`src/rtl/i2c_stretch_target.sv`:
```
module i2c_stretch_target #(
  parameter int SYNC_STAGES = 2
) (
  input  logic       clk,
  input  logic       rst_n,
  input  logic       scl_i,
  input  logic       sda_i,
  output logic       scl_oe,
  output logic       sda_oe,
  input  logic [6:0] own_addr,
  input  logic       wait_at_9,
  input  logic       ack_en,
  input  logic       dat_wr,
  input  logic [7:0] dat_wdata,
  input  logic       wrel,
  output logic [7:0] rx_byte,
  output logic       start_seen,
  output logic       stop_seen,
  output logic       ack_seen,
  output logic       tx_mode,
  output logic       irq
);
  localparam int LAST = SYNC_STAGES - 1;

  logic [SYNC_STAGES-1:0] scl_sh, sda_sh;
  logic scl_s, sda_s, scl_p, sda_p;
  logic active, addr_ph, stretch;
  logic [3:0] bitcnt;
  logic [7:0] shreg;

  assign scl_s  = scl_sh[LAST];
  assign sda_s  = sda_sh[LAST];
  assign scl_oe = stretch;

  wire scl_rise   = scl_s & ~scl_p;
  wire scl_fall   = ~scl_s & scl_p;
  wire start_ev   = scl_s & scl_p & sda_p & ~sda_s;
  wire stop_ev    = scl_s & scl_p & ~sda_p & sda_s;
  wire release_ev = stretch & (dat_wr | wrel);

  always_ff @(posedge clk or negedge rst_n) begin
    if (!rst_n) begin
      scl_sh     <= '1;
      sda_sh     <= '1;
      scl_p      <= 1'b1;
      sda_p      <= 1'b1;
      active     <= 1'b0;
      addr_ph    <= 1'b0;
      stretch    <= 1'b0;
      sda_oe     <= 1'b0;
      bitcnt     <= '0;
      shreg      <= '0;
      rx_byte    <= '0;
      start_seen <= 1'b0;
      stop_seen  <= 1'b0;
      ack_seen   <= 1'b0;
      tx_mode    <= 1'b0;
      irq        <= 1'b0;
    end else begin
      scl_sh <= {scl_sh[LAST-1:0], scl_i};
      sda_sh <= {sda_sh[LAST-1:0], sda_i};
      scl_p  <= scl_s;
      sda_p  <= sda_s;
      irq    <= 1'b0;
      if (start_ev) begin
        start_seen <= 1'b1;
        stop_seen  <= 1'b0;
        active     <= 1'b1;
        addr_ph    <= 1'b1;
        tx_mode    <= 1'b0;
        bitcnt     <= '0;
        stretch    <= 1'b0;
        sda_oe     <= 1'b0;
      end else if (stop_ev) begin
        stop_seen  <= 1'b1;
        start_seen <= 1'b0;
        active     <= 1'b0;
        tx_mode    <= 1'b0;
        bitcnt     <= '0;
        stretch    <= 1'b0;
        sda_oe     <= 1'b0;
        irq        <= 1'b1;
      end else if (release_ev) begin
        stretch <= 1'b0;
        if (bitcnt == 4'd8) begin
          sda_oe <= ack_en;
        end else if (tx_mode) begin
          if (dat_wr) begin
            shreg  <= dat_wdata;
            sda_oe <= ~dat_wdata[7];
          end else begin
            tx_mode <= 1'b0;
          end
        end
      end else if (active && scl_rise) begin
        if (bitcnt < 4'd8) begin
          shreg  <= {shreg[6:0], sda_s};
          bitcnt <= bitcnt + 4'd1;
        end else if (bitcnt == 4'd8) begin
          bitcnt <= 4'd9;
          if (tx_mode && !addr_ph) ack_seen <= ~sda_s;
        end
      end else if (active && scl_fall) begin
        if (bitcnt >= 4'd1 && bitcnt <= 4'd7) begin
          if (tx_mode) sda_oe <= ~shreg[7];
        end else if (bitcnt == 4'd8) begin
          rx_byte <= shreg;
          if (addr_ph) begin
            if (shreg[7:1] == own_addr) begin
              sda_oe  <= 1'b1;
              tx_mode <= shreg[0];
            end else begin
              active <= 1'b0;
            end
          end else if (tx_mode) begin
            sda_oe <= 1'b0;
          end else if (!wait_at_9) begin
            stretch <= 1'b1;
            irq     <= 1'b1;
          end else begin
            sda_oe <= ack_en;
          end
        end else if (bitcnt == 4'd9) begin
          bitcnt <= '0;
          sda_oe <= 1'b0;
          if (addr_ph) begin
            addr_ph <= 1'b0;
            stretch <= 1'b1;
            irq     <= 1'b1;
          end else if (tx_mode) begin
            if (ack_seen) begin
              stretch <= 1'b1;
              irq     <= 1'b1;
            end else begin
              active <= 1'b0;
            end
          end else if (wait_at_9) begin
            stretch <= 1'b1;
            irq     <= 1'b1;
          end
        end
      end
    end
  end
endmodule

```
`config.mk`:
```
export PLATFORM = sky130hd
export DESIGN_NAME = i2c_stretch_target
export DESIGN_NICKNAME = d
export VERILOG_FILES = /design/src/rtl/i2c_stretch_target.sv
export SDC_FILE = /design/constraint.sdc
export NUM_CORES = 1
export LEC_CHECK = 0
export BUFFER_PORTS_ARGS = -buffer_cell sky130_fd_sc_hd__buf_2
export CAP_MARGIN = 25
export CORE_MARGIN = 2
export CORE_UTILIZATION = 58
export CTS_BUF_LIST = sky130_fd_sc_hd__clkbuf_16
export DETAILED_ROUTE_END_ITERATION = 10
export PLACE_DENSITY = 0.84
export SYNTH_ARGS = -nofsm -noshare
export SYNTH_HDL_FRONTEND = slang
export SYNTH_SLANG_ARGS = --single-unit
```
`constraint.sdc`:
```
create_clock -name clk -period 5.6 [get_ports clk]
set_clock_uncertainty 0.2 [all_clocks]
set_input_delay 0 -clock clk [delete_from_list [all_inputs] [get_ports clk]]
set_output_delay 0 -clock clk [all_outputs]
set_load 0.01 [all_outputs]
```
==> results of run 1 <==
sequential cells by signal (all words and copies together) (netlist names):
| name | count |
|---|---|
| tx_mode | 1 |
| rx_byte | 8 |
| irq | 1 |
| scl_p | 1 |
| stop_seen | 1 |
| sda_sh | 2 |
| start_seen | 1 |
| ack_seen | 1 |
| scl_sh | 2 |
| shreg | 8 |
| addr_ph | 1 |
| scl_oe | 1 |
| bitcnt | 4 |
| sda_p | 1 |
| active | 1 |
| sda_oe | 1 |
cell usage in the layout, fill, tap and decap left out, types with 4 or more instances in the layout:
cell type / n
xor2_1: 7
o21ai_0: 9
a31oi_1: 10
a21oi_1: 15
mux2_2: 10
buf_2: 37
dfrtp_1: 29
nor3_1: 5
dfstp_2: 6
dlygate4sd3_1: 12
nand2_1: 19
nor2_1: 22
inv_1: 7
nor4_1: 4
clkbuf_16: 5
power by group through the flow:
stage	combinational, W	clock, W	sequential, W
final	0.000141	0.000309	0.000349
after global routing	0.000161	0.000324	0.000353
after CTS	0.000141	0.000311	0.000348
after detailed placement	0.000130	0	0.000351
after global placement	0.000122	0	0.000350
after floorplan	0.0000872	0	0.000339
metal layers:
layer  up-vias  GRT usage
li1        794          -
met1       821     0.3961
met2        80     0.4854
met3        17    0.07463
met4         0     0.1211
met5         -          0
tightest hold or removal path, delay by kind of cell:
family	cells	cell delay [ps]
compound gates	2	150
buf+inv	2	270
simple gates	1	80
path summary, 6_finish.rpt:
kind | startpoint | end | slack (ps) | cells after the start
setup reg to reg | bitcnt[0] | rx_byte[6] | 2730 | 6
hold reg to reg | scl_sh[0] | scl_sh[1] | 160 | 0
setup / recovery | bitcnt[0] | rx_byte[6] | 2730 | 6
max in group asynchronous | rst_n | tx_mode | 4580 | 2
min in group asynchronous | rst_n | scl_oe | 130 | 2
hold / removal | wrel | shreg[7] | 70 | 5
cell families after synthesis:
kind of cell,synth area share
simple gates,0.1836
flops,0.4713
mux,0.06542
fa+ha+maj,0.02003
xor+xnor,0.03738
buf+inv,0.03605
compound gates,0.1863
what timing repair did:
action | 4_1_cts | 5_1_grt
endpoints found under the hold margin | 40 | 0
hold buffers | 12 | 0
resized for setup | 0 | 0
final cells by class:
type | count | share of cell area
Tap cell | 44 | 0.02328
Multi-Input combinational cell | 142 | 0.3905
Inverter | 7 | 0.01111
Clock inverter | 3 | 0.01640
Clock buffer | 5 | 0.05291
Timing Repair Buffer | 50 | 0.1323
Sequential cell | 35 | 0.3735
per-stage QoR:
step,hold slack [ps],util
6_report,65.10,0.7746
5_1_grt,113.3,0.7746
4_1_cts,46.17,0.7746
3_5_place_dp,-93.47,0.6816
3_3_place_gp,-95.06,0.6816
2_1_floorplan,-495.6,-
==> results.json, run 1 <==
{
  "multi_input_area_sq_um": 923.4,
  "rows": 20,
  "syn_area_per_cell_sq_um": 9.711,
  "grt_pass1_wl_um": 8038,
  "finalSetupViolCount": 0,
  "synth_top_area_frac": 0.3872,
  "grt_overflow": 0,
  "seqCellArea_sq_um": 883.3,
  "pre_cts_slack_ps": 2787,
  "wl_met3_um": 276,
  "track_usage": 0.3026,
  "cts.clk_slew.worst_paths_ps": 60,
  "ys_seq_elements": 35,
  "ys_seq_area_frac": 0.4713,
  "crit_arrival_ps": 2830,
  "routabilityCongestion": 0.9458,
  "tightest_slew_ps": 1079,
  "slowest_stage": "nor3b_4",
  "rsz0062_at_grt": "no",
  "vdd_drop_max_mv": 0.2292,
  "postRouteAntennaNets": 0,
  "die_h_um": 60.85,
  "cellPowerDensity_nw_per_um2": 338.1,
  "die_w_um": 60.85,
  "required_ps": 5560,
  "ys_top_cells_by_area": "dfrtp_1 39%, dfstp_2 8.4%, mux2_2 6.0%",
  "synth_ff_type": "dfrtp_1",
  "path_max_fanout": 8,
  "ctsHtreeMaxLevel": 2,
  "p_int_w": 0.0005732,
  "cts_buffer_depth": 2,
  "fmax_mhz": 348.5,
  "area_growth_pct": 26.17,
  "period_minus_slack_ps": 2869,
  "synth_edf_count": 0,
  "ys_types": 44,
  "syn_nets": 219,
  "synthTopCellsByCount": "29 x dfrtp_1, 22 x nor2_1, 19 x nand2_1, 15 x a21oi_1",
  "drt-met1-wl_um": 2013,
  "drc": 0,
  "criticalPathCategory": "flip-flop to flip-flop",
  "hold_class": "primary input to flip-flop",
  "io_pins": 38,
  "numPortBuffers": 37,
  "post_cts_buffers": 0,
  "place_inst": 266,
  "cap_violations": 0,
  "root_buffer": "clkbuf_16",
  "worst_setup_path_end_kind": "flip-flop",
  "comb_power_share": 0.176,
  "synth_area_sq_um": 1874,
  "syn_inst": 193,
  "vias_per_cell": 5.986,
  "tritoncts": "yes",
  "cts_inserted_buffers": 5,
  "post-synth-top-area-cell": "dfrtp_1",
  "antenna_found_initial": 0,
  "finalHoldViolations": 0,
  "async_flop_share": 1.000,
  "synth_most_common_cell": "dfrtp_1",
  "power_frac_seq": 0.437,
  "grt_max_degree": 36,
  "antenna_cells": 0,
  "design.core.area_sq_um": 3053,
  "setup-tns-final_ps": 0,
  "finalWirelength_um": 4928,
  "status": "completed",
  "critPathLaunchType": "flip-flop",
  "place_area_sq_um": 2081,
  "dieArea_sq_um": 3702,
  "fin_area_sq_um": 2365,
  "power_switching_w": 0.0002263,
  "cp_top_family": "simple AND/OR/NAND/NOR gates",
  "slew_violations": 0,
  "vias": 1712,
  "grt_pass1_vias": 1619,
  "highest_layer": "met4",
  "ys_warn_count": 0,
  "drive_above_1_share": 0.2686,
  "power_w": 0.0007995,
  "wl_per_cell_um": 17.23,
  "fillers": 204,
  "switching_share": 0.2830,
  "fin_cells": 286,
  "critPathBufInv": 1,
  "slowest_delay_ps": 490,
  "fin_nets": 267,
  "cts.sinks": 35,
  "route.met2.wl_um": 2521,
  "cp_cell_sequence": "inv_1 -> ha_1 -> or3b_4 -> a211oi_4 -> nor3b_4 -> mux2_2",
  "clock_power_share": 0.387,
  "drt_iter0_drc": 223,
  "first_pass_iters": 4,
  "max-slew-margin-rel": 0.2781,
  "leakage_nw": 1.079,
  "hpwl_um": 3151,
  "fin_crit_sh": 0.5124,
  "initial_core_util": 0.6139,
  "clk_latency_ps": 280,
  "setup_slack_ps": 2731
}
Power figures use the tool's default switching activity.
==> inputs of run 2 (changes only) <==
--- a/config.mk
+++ b/config.mk
@@ -8,10 +8,10 @@
 export BUFFER_PORTS_ARGS = -buffer_cell sky130_fd_sc_hd__buf_2
 export CAP_MARGIN = 25
 export CORE_MARGIN = 2
-export CORE_UTILIZATION = 58
+export CORE_UTILIZATION = 54
 export CTS_BUF_LIST = sky130_fd_sc_hd__clkbuf_16
 export DETAILED_ROUTE_END_ITERATION = 10
-export PLACE_DENSITY = 0.84
+export PLACE_DENSITY = 0.79
 export SYNTH_ARGS = -nofsm -noshare
 export SYNTH_HDL_FRONTEND = slang
 export SYNTH_SLANG_ARGS = --single-unit
==> constraint.sdc (replaced) <==
create_clock -name clk -period 2.8 [get_ports clk]
set_clock_uncertainty 0.2 [all_clocks]
set_input_delay 0 -clock clk [delete_from_list [all_inputs] [get_ports clk]]
set_output_delay 0 -clock clk [all_outputs]
set_load 0.01 [all_outputs]
==> run 2 against run 1 <==
  * Flip-flop and latch count unchanged
  * Sequential share of layout area down 0.18 points
  * Design area up 0.48%
  * Clock power increased by 66%
  * Highest routed layer unchanged
==> results.json, run 2 (synthesis gave the netlist of run 1 again) <==
{
  "cts_buffer_depth": 2,
  "status": "completed",
  "cts.sinks": 35,
  "leakage_nw": 1.093,
  "root_buffer": "clkbuf_16",
  "period_minus_slack_ps": 2638,
  "hold_class": "primary input to flip-flop",
  "path_max_fanout": 8,
  "rows": 21,
  "track_usage": 0.2499,
  "drt_iter0_drc": 116,
  "antenna_cells": 0,
  "vias": 1682,
  "drive_above_1_share": 0.2735,
  "cts.clk_slew.worst_paths_ps": 50,
  "criticalPathCategory": "flip-flop to flip-flop",
  "cellPowerDensity_nw_per_um2": 622.7,
  "routabilityCongestion": 0.8924,
  "slew_violations": 0,
  "die_h_um": 62.92,
  "grt_pass1_vias": 1554,
  "power_w": 0.001480,
  "design.core.area_sq_um": 3337,
  "vdd_drop_max_mv": 0.4302,
  "cap_violations": 0,
  "grt_overflow": 0,
  "top_regs": "rx_byte x8, shreg x8, bitcnt x4",
  "grt_max_degree": 36,
  "layout_commonest_cell": "buf_2",
  "tritoncts": "yes",
  "finalHoldViolations": 0,
  "vias_per_cell": 5.780,
  "antenna_found_initial": 0,
  "grt_pass1_wl_um": 7665,
  "drc": 0,
  "required_ps": 2760,
  "hpwl_um": 3081,
  "tightest_slew_ps": 772.1,
  "crit_arrival_ps": 2600,
  "critPathLaunchType": "flip-flop",
  "finalSetupViolCount": 0,
  "first_pass_iters": 4,
  "fmax_mhz": 379.1,
  "clk_latency_ps": 280,
  "fin_nets": 270,
  "setup-tns-final_ps": 0,
  "finalWirelength_um": 4655,
  "cts_inserted_buffers": 5,
  "max-slew-margin-rel": 0.4852,
  "initial_core_util": 0.5617,
  "worst_setup_path_end_kind": "flip-flop",
  "ctsHtreeMaxLevel": 2,
  "rsz0062_at_grt": "no",
  "io_pins": 38,
  "fin_crit_sh": 0.9420,
  "wl_per_cell_um": 16.00,
  "numPortBuffers": 37,
  "die_w_um": 62.92,
  "most-common-layout-cells": "37 x buf_2, 29 x dfrtp_1, 22 x nor2_1, 19 x nand2_1, 15 x a21oi_1",
  "dieArea_sq_um": 3958,
  "postRouteAntennaNets": 0,
  "area_growth_pct": 26.77
}
-- run 2: changes by cell type in the layout (fill, tap and decap cells not counted), sizes merged --
cell,before,now
inv,7,9
bufinv,1,0
clkinv,2,1
buf,38,41
-- run 2: final timing paths --
kind | endpoint | slack [ps] | depth (start not counted) | from
setup / recovery | sda_oe | 160 | 7 | bitcnt[0]
hold / removal | scl_oe | 30 | 6 | wait_at_9
setup reg to reg | sda_oe | 160 | 7 | bitcnt[0]
hold reg to reg | scl_sh[1] | 150 | 0 | scl_sh[0]
max in group asynchronous | stop_seen | 1770 | 2 | rst_n
min in group asynchronous | rx_byte[7] | 140 | 2 | rst_n
-- run 2: final cells by class --
type / count / area (sq um)
well taps: 46 / 57.56
inverters: 7 / 26.28
flip-flops and latches: 35 / 883.3
repair buffers: 53 / 347.8
clock inverters: 3 / 12.51
multi-input cells: 142 / 923.4
fillers: 250 / 960.9
clock buffers: 5 / 125.1
-- run 2: layer usage --
layer / vias up / track usage / wire length, um
met3: 5 / 0.05225 / 296
met1: 804 / 0.3381 / 2038
met2: 65 / 0.4016 / 2263
li1: 808 / - / -
met5: - / 0 / 0
met4: 0 / 0.08056 / 57
-- run 2: report_power, final --
| part | switching, W | internal (W) |
|---|---|---|
| Clock | 0.000193 | 0.000321 |
| Combinational | 0.000136 | 0.000137 |
| Sequential | 0.0000963 | 0.000596 |
-- run 2: worst max-delay path, cell delays in order, from the launching register on --
cell      delay, ps
dfrtp_1         430
inv_1           110
ha_1            310
or3b_4          440
a21oi_1         150
o32ai_1         120
a311oi_1        390
mux2_2          380
-- run 2: what timing repair did --
action | in CTS | in global routing
setup buffers | 0 | 1
setup endpoints to repair | 0 | 8
endpoints found under the hold margin | 40 | 0
resized for setup | 0 | 0
hold buffers | 12 | 0
-- run 2: stage by stage --
step	util	worst slack (ps)	std cells	cell area, sq um	hold WS (ps)
2_1_floorplan	-	249.4	193	1874	-495.6
3_3_place_gp	0.6288	186.8	270	2098	-94.69
3_5_place_dp	0.6288	129.1	270	2098	-91.17
4_1_cts	0.7060	109.4	290	2356	23.22
5_1_grt	0.7120	16.35	291	2376	70.14
6_report	0.7120	162.5	291	2376	30.18
==> inputs of run 3 (changes only) <==
==> config.mk (replaced) <==
export PLATFORM = sky130hd
export DESIGN_NAME = i2c_stretch_target
export DESIGN_NICKNAME = d
export VERILOG_FILES = /design/src/rtl/i2c_stretch_target.sv
export SDC_FILE = /design/constraint.sdc
export NUM_CORES = 1
export LEC_CHECK = 0
export BUFFER_PORTS_ARGS = -buffer_cell sky130_fd_sc_hd__buf_4
export CAP_MARGIN = 25
export CORE_MARGIN = 2
export CORE_UTILIZATION = 56
export CTS_BUF_LIST = sky130_fd_sc_hd__clkbuf_2
export DETAILED_ROUTE_END_ITERATION = 10
export PLACE_DENSITY = 0.81
export SYNTH_ARGS = -nofsm -noshare
export SYNTH_HDL_FRONTEND = slang
export SYNTH_SLANG_ARGS = --single-unit
==> run 3 against run 2 <==
  * Count of clock-buffer cells in the layout is the same
  * Maximum frequency grew 2.7%
  * Flip-flop and latch count is the same
  * Register-to-register slack gained 70 ps
==> results.json, run 3 (synthesis gave the netlist of run 1 again) <==
{
  "ff2ff_setup_slack_ps": 230,
  "area_growth_pct": 29.77,
  "slew_violations": 0,
  "cp_top_family": "simple AND/OR/NAND/NOR gates",
  "io_pins": 38,
  "required_ps": 2900,
  "track_usage": 0.2771,
  "hpwl_um": 3114,
  "routabilityCongestion": 0.8458,
  "crit_arrival_ps": 2670,
  "fin_crit_sh": 0.9175,
  "antenna_found_initial": 0,
  "cts.sinks": 35,
  "setup-tns-final_ps": 0,
  "vdd_drop_max_mv": 0.3703,
  "tightest_slew_ps": 798.2,
  "vias_per_cell": 5.793,
  "fmax_mhz": 389.2,
  "die_w_um": 61.85,
  "leakage_nw": 1.095,
  "drt_iter0_drc": 115,
  "grt_pass1_vias": 1637,
  "grt_max_degree": 30,
  "clk_latency_ps": 400,
  "highest_layer": "met4",
  "finalSetupViolCount": 0,
  "grt_pass1_wl_um": 7555,
  "fillers": 237,
  "drt-met1-wl_um": 2160,
  "whs_ps": 12.09,
  "fin_nets": 274,
  "tritoncts": "yes",
  "root_buffer": "clkbuf_2",
  "path_max_fanout": 8,
  "die_h_um": 61.85,
  "criticalPathCategory": "flip-flop to flip-flop",
  "wl_met3_um": 224,
  "cellPowerDensity_nw_per_um2": 541.0,
  "finalHoldViolations": 0,
  "drive_above_1_share": 0.2771,
  "slowest_stage": "nor3b_4",
  "initial_core_util": 0.5707,
  "postRouteAntennaNets": 0,
  "cts.clk_slew.worst_paths_ps": 200,
  "status": "completed",
  "cap_violations": 0,
  "grt_overflow": 0,
  "period_minus_slack_ps": 2569,
  "cts_inserted_buffers": 5,
  "design.core.area_sq_um": 3284,
  "cts_hold_buf": 16,
  "first_pass_iters": 4,
  "post_cts_buffers": 0,
  "cts_resized": 0,
  "ctsHtreeMaxLevel": 2,
  "worst_setup_path_end_kind": "flip-flop",
  "place_area_sq_um": 2198,
  "max-slew-margin-rel": 0.4622,
  "wl_per_cell_um": 16.18,
  "route.met2.wl_um": 2303,
  "top_regs": "rx_byte x8, shreg x8, bitcnt x4",
  "drc": 0,
  "dieArea_sq_um": 3825,
  "hold_class": "primary input to flip-flop",
  "rows": 21,
  "numPortBuffers": 37,
  "rsz0062_at_grt": "no",
  "critPathLaunchType": "flip-flop",
  "slowest_delay_ps": 450,
  "vias": 1709,
  "critPathBufInv": 1,
  "layout_commonest_cell": "buf_4",
  "antenna_cells": 0,
  "finalWirelength_um": 4773,
  "most-common-layout-cells": "41 x buf_4, 29 x dfrtp_1, 22 x nor2_1, 19 x nand2_1",
  "cp_cell_sequence": "inv_1 -> ha_1 -> or3b_4 -> a211oi_4 -> nor3b_4 -> mux2_2",
  "cts_buffer_depth": 2,
  "fin_area_sq_um": 2432
}
## run 3: layer usage
metal | global-route usage | up-vias
met5 | 0 | -
met4 | 0.1003 | 0
met3 | 0.07246 | 12
met2 | 0.4361 | 53
met1 | 0.3718 | 828
li1 | - | 816
## run 3: through the flow
stage / worst slack, ps / utilization / std cells / power [W]
after global routing: 70.54 / 0.7406 / 295 / 0.001394
after global placement: 326.4 / 0.6693 / 271 / 0.0009654
after CTS: 250.9 / 0.7406 / 295 / 0.001313
final: 230.9 / 0.7406 / 295 / 0.001316
after detailed placement: 280.9 / 0.6693 / 271 / 0.0009760
after floorplan: 249.4 / - / 193 / 0.0008531
## run 3: where the power goes
| part | switching [W] | total [W] | leakage (nW) | internal, W |
|---|---|---|---|---|
| Combinational | 0.000133 | 0.000295 | 0.619 | 0.000162 |
| Clock | 0.000180 | 0.000327 | 0.0404 | 0.000147 |
| Sequential | 0.0000998 | 0.000694 | 0.436 | 0.000594 |
## run 3: worst paths after layout
kind / from / end / cells after the start
worst min register to register: sda_sh[0] / sda_sh[1] / 0
min in group asynchronous: rst_n / bitcnt[2] / 4
max in group asynchronous: rst_n / start_seen / 4
worst max register to register: bitcnt[1] / rx_byte[1] / 6
worst min-delay path: own_addr[0] / active / 6
worst max-delay path: bitcnt[1] / rx_byte[1] / 6
## run 3: final cells by class
class / count / area, sq um / share of cell area
clock buffers: 5 / 25.02 / 0.01029
clock inverters: 3 / 38.79 / 0.01595
inverters: 7 / 26.28 / 0.01080
multi-input cells: 142 / 923.4 / 0.3796
flip-flops and latches: 35 / 883.3 / 0.3632
well taps: 46 / 57.56 / 0.02366
repair buffers: 57 / 478.0 / 0.1965
## run 3: worst reg2reg max path, delay by kind of cell (launching register included)
| family | cells | cell delay (ps) |
|---|---|---|
| flops | 1 | 420 |
| simple gates | 2 | 880 |
| mux | 1 | 390 |
| fa+ha+maj | 1 | 240 |
| buf+inv | 1 | 100 |
| compound gates | 1 | 260 |
